**config.mk**
```make
export PLATFORM = sky130hd
export DESIGN_NAME = rf_formatter
export DESIGN_NICKNAME = d
export VERILOG_FILES = /design/src/rtl/rf_pkg.sv /design/src/rtl/rf_encoder.sv /design/src/rtl/rf_fifo.sv /design/src/rtl/rf_framer.sv /design/src/rtl/rf_formatter.sv
export SDC_FILE = /design/constraint.sdc
export NUM_CORES = 1
export LEC_CHECK = 0
export ABC_AREA = 1
export BUFFER_PORTS_ARGS = -buffer_cell sky130_fd_sc_hd__buf_2
export CAP_MARGIN = 20
export CORE_AREA = 2 2 188 190
export DETAILED_ROUTE_END_ITERATION = 12
export DIE_AREA = 0 0 190 192
export PLACE_DENSITY = 0.72
export SLEW_MARGIN = 20
export SYNTH_ARGS = -nofsm -noshare
export SYNTH_HDL_FRONTEND = slang
export SYNTH_SLANG_ARGS = --single-unit
```
**constraint.sdc**
```tcl
create_clock -name clk -period 2.5 [get_ports clk]
set_input_delay 0.375 -clock clk [delete_from_list [all_inputs] [get_ports clk]]
set_output_delay 0.375 -clock clk [all_outputs]
set_load 0.05 [all_outputs]
```
**src/rtl/rf_pkg.sv**
```systemverilog
package rf_pkg;
  localparam logic [2:0] KIND_HDR  = 3'd0;
  localparam logic [2:0] KIND_HIT  = 3'd1;
  localparam logic [2:0] KIND_ADDR = 3'd2;
  localparam logic [2:0] KIND_VAL  = 3'd3;
  localparam logic [2:0] KIND_SVC  = 3'd4;

  localparam logic [7:0] PFX_HDR  = 8'hE9;
  localparam logic [7:0] PFX_ADDR = 8'hEA;
  localparam logic [7:0] PFX_VAL  = 8'hEC;
  localparam logic [7:0] PFX_SVC  = 8'hEF;

  // K28.7 start, K28.5 end, K28.1 idle
  localparam logic [7:0] K_SOF  = 8'hFC;
  localparam logic [7:0] K_EOF  = 8'hBC;
  localparam logic [7:0] K_IDLE = 8'h3C;

  typedef struct packed {
    logic        is_hdr;
    logic [23:0] word;
  } rec_entry_t;

  localparam int ENTRY_W = $bits(rec_entry_t);
endpackage

```
**src/rtl/rf_encoder.sv**
```systemverilog
module rf_encoder
  import rf_pkg::*;
(
  input  logic [2:0]  kind,
  input  logic [3:0]  trig,
  input  logic [7:0]  bcid,
  input  logic [6:0]  col,
  input  logic [8:0]  row,
  input  logic [3:0]  tot_top,
  input  logic [3:0]  tot_bot,
  input  logic        reg_type,
  input  logic [15:0] word_in,
  output rec_entry_t  entry,
  output logic        keep
);
  always_comb begin
    entry.is_hdr = 1'b0;
    entry.word   = 24'h0;
    keep         = 1'b1;
    case (kind)
      KIND_HDR: begin
        entry.is_hdr = 1'b1;
        entry.word   = {PFX_HDR, 4'b0000, trig, bcid};
      end
      KIND_HIT:  entry.word = {col, row, tot_top, tot_bot};
      KIND_ADDR: entry.word = {PFX_ADDR, reg_type, word_in[14:0]};
      KIND_VAL:  entry.word = {PFX_VAL, word_in};
      KIND_SVC:  entry.word = {PFX_SVC, word_in};
      default:   keep = 1'b0;
    endcase
  end
endmodule

```
**src/rtl/rf_fifo.sv**
```systemverilog
module rf_fifo #(
  parameter int WIDTH = 25,
  parameter int DEPTH = 16
) (
  input  logic             clk,
  input  logic             rst,
  input  logic             wr_en,
  input  logic [WIDTH-1:0] wr_data,
  input  logic             rd_en,
  output logic [WIDTH-1:0] rd_data,
  output logic             empty,
  output logic             full
);
  localparam int AW = (DEPTH > 1) ? $clog2(DEPTH) : 1;
  localparam int CW = $clog2(DEPTH + 1);

  logic [WIDTH-1:0] mem [DEPTH];
  logic [AW-1:0]    wr_ptr, rd_ptr;
  logic [CW-1:0]    count;

  assign empty   = (count == '0);
  assign full    = (count == CW'(DEPTH));
  assign rd_data = mem[rd_ptr];

  function automatic logic [AW-1:0] bump(input logic [AW-1:0] p);
    return (p == AW'(DEPTH - 1)) ? '0 : p + 1'b1;
  endfunction

  always_ff @(posedge clk) begin
    if (wr_en) mem[wr_ptr] <= wr_data;
  end

  always_ff @(posedge clk) begin
    if (rst) begin
      wr_ptr <= '0;
      rd_ptr <= '0;
      count  <= '0;
    end else begin
      if (wr_en) wr_ptr <= bump(wr_ptr);
      if (rd_en) rd_ptr <= bump(rd_ptr);
      case ({wr_en, rd_en})
        2'b10:   count <= count + 1'b1;
        2'b01:   count <= count - 1'b1;
        default: count <= count;
      endcase
    end
  end
endmodule

```
**src/rtl/rf_framer.sv**
```systemverilog
module rf_framer
  import rf_pkg::*;
#(
  parameter int MAX_REC = 4
) (
  input  logic       clk,
  input  logic       rst,
  input  rec_entry_t head,
  input  logic       q_empty,
  output logic       pop,
  output logic [7:0] out_byte,
  output logic       out_is_k,
  output logic       out_valid,
  input  logic       out_ready
);
  localparam int CNT_W = $clog2(MAX_REC + 1);

  typedef enum logic {ST_GAP, ST_FRAME} fr_state_t;

  fr_state_t   state_q, state_d;
  logic [1:0]  idx_q, idx_d;
  logic [CNT_W-1:0] cnt_q, cnt_d;
  logic [7:0]  byte_d;
  logic        k_d;
  logic        advance;
  logic        take;
  logic        must_close;

  assign advance = !out_valid || out_ready;

  assign must_close = q_empty
                   || (cnt_q == CNT_W'(MAX_REC))
                   || (head.is_hdr && (cnt_q != '0));

  always_comb begin
    state_d = state_q;
    idx_d   = idx_q;
    cnt_d   = cnt_q;
    byte_d  = K_IDLE;
    k_d     = 1'b1;
    take    = 1'b0;
    case (state_q)
      ST_GAP: begin
        if (!q_empty) begin
          byte_d  = K_SOF;
          state_d = ST_FRAME;
          idx_d   = 2'd0;
          cnt_d   = '0;
        end
      end
      default: begin
        if (idx_q == 2'd0 && must_close) begin
          byte_d  = K_EOF;
          state_d = ST_GAP;
        end else begin
          k_d = 1'b0;
          case (idx_q)
            2'd0:    byte_d = head.word[23:16];
            2'd1:    byte_d = head.word[15:8];
            default: byte_d = head.word[7:0];
          endcase
          if (idx_q == 2'd2) begin
            idx_d = 2'd0;
            take  = 1'b1;
            cnt_d = cnt_q + 1'b1;
          end else begin
            idx_d = idx_q + 1'b1;
          end
        end
      end
    endcase
  end

  assign pop = advance && take;

  always_ff @(posedge clk) begin
    if (rst) begin
      state_q   <= ST_GAP;
      idx_q     <= 2'd0;
      cnt_q     <= '0;
      out_byte  <= K_IDLE;
      out_is_k  <= 1'b1;
      out_valid <= 1'b0;
    end else if (advance) begin
      state_q   <= state_d;
      idx_q     <= idx_d;
      cnt_q     <= cnt_d;
      out_byte  <= byte_d;
      out_is_k  <= k_d;
      out_valid <= 1'b1;
    end
  end
endmodule

```
**src/rtl/rf_formatter.sv**
```systemverilog
module rf_formatter
  import rf_pkg::*;
#(
  parameter int DEPTH   = 16,
  parameter int MAX_REC = 4
) (
  input  logic        clk,
  input  logic        rst,
  input  logic        in_valid,
  output logic        in_ready,
  input  logic [2:0]  in_kind,
  input  logic [3:0]  in_trig,
  input  logic [7:0]  in_bcid,
  input  logic [6:0]  in_col,
  input  logic [8:0]  in_row,
  input  logic [3:0]  in_tot_top,
  input  logic [3:0]  in_tot_bot,
  input  logic        in_reg_type,
  input  logic [15:0] in_word,
  output logic [7:0]  out_byte,
  output logic        out_is_k,
  output logic        out_valid,
  input  logic        out_ready
);
  rec_entry_t enc_entry, head;
  logic       enc_keep;
  logic       q_empty, q_full, q_pop, q_push;
  logic [ENTRY_W-1:0] head_bits;

  rf_encoder u_enc (
    .kind(in_kind), .trig(in_trig), .bcid(in_bcid), .col(in_col),
    .row(in_row), .tot_top(in_tot_top), .tot_bot(in_tot_bot),
    .reg_type(in_reg_type), .word_in(in_word),
    .entry(enc_entry), .keep(enc_keep)
  );

  assign in_ready = !q_full;
  assign q_push   = in_valid && in_ready && enc_keep;

  rf_fifo #(.WIDTH(ENTRY_W), .DEPTH(DEPTH)) u_q (
    .clk(clk), .rst(rst), .wr_en(q_push), .wr_data(enc_entry),
    .rd_en(q_pop), .rd_data(head_bits), .empty(q_empty), .full(q_full)
  );

  assign head = rec_entry_t'(head_bits);

  rf_framer #(.MAX_REC(MAX_REC)) u_fr (
    .clk(clk), .rst(rst), .head(head), .q_empty(q_empty), .pop(q_pop),
    .out_byte(out_byte), .out_is_k(out_is_k), .out_valid(out_valid),
    .out_ready(out_ready)
  );
endmodule

```
==> qor.txt <==
Vias per std cell -> 5.85
Syn_nets -> 1,597
Pre-CTS WS -> -25.1 ps
Max IR drop VDD -> 0.000558 V
Leak -> 7.39 nW
Clock slew at the register clock pins of the worst setup and hold paths -> 60 ps
Row cnt -> 68
Slew @ Worst Pin -> 649 ps
Post-route DRC violation count -> 0
Hold_buf cts -> 0
Synth warn -> 0
Tmin final -> 2320 ps
Post-synthesis sequential area ratio -> 70.4%
1st-pass router iterations -> 6
Root buffer cell -> clkbuf_16
Outcome -> finished, final reports clean
Global Route Usage Sum -> 25.1%
Max-Slew Margin vs Limit -> 56.6%
Crit. End Element -> flip-flop
Final wirelength -> 44,800 µm
IO Pins -> 71
Mapped Area -> 18,000 µm²
Share of post-route cells with drive strength above 1 -> 14.8%
Distinct cells, synth -> 38
Worst setup margin -> 179 ps
Startpoint Class -> flip-flop
CTS buffer count -> 44
Sequential fraction of design power -> 53.5%
Antenna viol nets, final -> 0
Die ar. -> 36,500 µm²
Antenna violations before repair -> 0
Crit path max fanout -> 34
Final core occ -> 60.9%
Via Count -> 12,437
Clock Power Share -> 41.0%
Largest net degree at the start of global routing -> 103
Skew final -> 19.0 ps
Port Buf Inserts -> 70
DP Cell Count -> 2,049
Worst Path Required -> 2910 ps
Slew Limit Fails -> 0
#FFs+latches synth -> 433
First-pass GRT wire length -> 69,700 µm
Post-route insts no fill -> 2,127
Switching share of power -> 21.4%
CTS tree -> yes
TritonCTS Sinks -> 433
Syn Area/Cell -> 11.8 µm²
Final-report setup violation count -> 0
H-Tree Depth -> 2
Internal Power -> 11.9 mW
Post-detail-place hpwl -> 26,600 µm
Nets -> 1,713
HP Class -> input pin to flip-flop
Starting density of the core -> 52.5%
R2R Setup Slk -> 180 ps
Crit path DAT -> 2730 ps
Most frequent cells in the layout -> 400 x edfxtp_1, 261 x nor2_1, 194 x nand2_1
Combinational Power Share -> 5.5%
Vias in the first global route -> 12,205
CTS Buffer Depth -> 3
Chip Width -> 190 µm
Total grt overflow -> 0
Cell taking the most area after synthesis -> edfxtp_1
Mapped Cells -> 1,525
Detailed Route Iter0 Violations -> 1,522
Die Ht -> 192 µm
Yosys top cell area share -> 66.8%
Maximum clock frequency -> 431 MHz
Commonest non-fill, non-tap cell in the layout -> edfxtp_1
Pwr dens -> 727 nW/µm²
Area Overhead vs Synth -> 16.0%
Antenna diodes -> 0
Net Sw Power -> 3.25 mW
Fin crit share -> 92.9%
Fin. Hold Viols -> 0
Synth top area cells -> edfxtp_1 67%, nor2_1 5.8%, o21ai_0 4.4%
Worst skew pair latency -> 550 ps
Wire length per cell -> 21.1 µm
Max_cap viols -> 0
GPL Wtd Cong -> 0.845
Core Region -> 34,300 µm²
Crit Path Class -> flip-flop to flip-flop
layout make-up:
cell class / count / area [µm²]
fillers: 2587 / 13400
flip-flops and latches: 433 / 12700
multi-input cells: 949 / 4670
repair buffers: 159 / 1390
clock buffers: 56 / 1170
well taps: 455 / 569
inverters: 54 / 205
clock inverters: 21 / 191
cells in the mapped netlist, drive strengths merged:
cell	count
clkbuf	19
a31oi	1
a21oi	30
nand2	196
and3	1
or2	1
nand4	7
o22ai	13
nor2	278
a211oi	1
xnor2	2
nor3b	1
ha	11
buf	70
fa	1
xor2	1
nand3b	2
clkinv	4
dfxtp	33
a22oi	4
inv	50
o21ai	202
o211ai	54
edfxtp	400
o221ai	12
nand3	127
nor4	1
nor3	3
power groups by stage:
stage	sequential [mW]	clock, mW	combinational, mW
global placement	8.26	0	0.808
finish	8.11	6.22	0.838
CTS	8.11	6.27	0.835
detailed placement	8.26	0	0.829
floorplan	8.30	0	0.402
global route	8.12	6.56	0.921
flip-flops by register name, indices dropped and copies added, names as in the netlist, named ones only:
name and cells:
u_q.mem 400, u_fr.cnt_q 3, u_fr.state_q 1, u_fr.out_valid 1, u_fr.out_byte 8, u_q.rd_ptr 4
u_fr.out_is_k 1, u_fr.idx_q 2, u_q.count 5, u_q.wr_ptr 4
metal layers:
metal	part of all wire, %	vias to the layer above	global-route usage (%)
li1	-	5697	-
met1	40	6075	33.3
met2	49	566	42.4
met3	7.9	99	3.53
met4	3.4	0	9.36
met5	0	-	0
per-stage QoR:
step	hold slack, ps	TNS, ps	cell area (µm²)	power (mW)
2_1_floorplan	443	-58840	18000	8.70
3_3_place_gp	457	-24.9	19500	9.06
3_5_place_dp	456	-25.1	19500	9.09
4_1_cts	98.3	0	20800	15.2
5_1_grt	121	-31.1	20900	15.6
6_report	119	0	20900	15.2
logic make-up (layout without fill, tap and decap cells):
group                    count (synthesis)  count (layout)  share of synthesized area (%)
adder cells (fa/ha/maj)                 12              12                          0.876
buffers and inverters                  143             290                           4.48
flip-flops                             433             433                           70.4
AND/OR/NAND/NOR                        617             617                           14.1
XOR/XNOR                                 3               3                          0.146
AO/OA/AOI/OAI                          317             317                           9.98
worst max-delay path, stage by stage, from the launching register on:
cell and delay, ps:
dfxtp_4 430, inv_4 310, buf_12 250, nand2_1 70
nand3_1 80, nand3_1 90, nand3_1 110, nand2_1 100
nand2_1 70, nand2_1 80, nand2_2 100, nand2_1 60
nand2_1 130, nand2_1 120, nand3b_1 190
timing repair:
action,4_1_cts,5_1_grt
gates cloned,0,0
endpoints found under the setup margin,1,1
resized for setup,1,3
pin swaps,0,1
buffers inserted,0,1
final timing paths:
path,startpoint,to,depth (start not counted)
worst min-delay path,rst,u_q.wr_ptr[2],2
worst min register to register,u_fr.out_byte[0],u_fr.out_byte[0],2
worst max register to register,flip-flop,u_fr.out_byte[3],14
worst max-delay path,flip-flop,u_fr.out_byte[3],14
No activity file was read; power rests on OpenSTA's default activity.
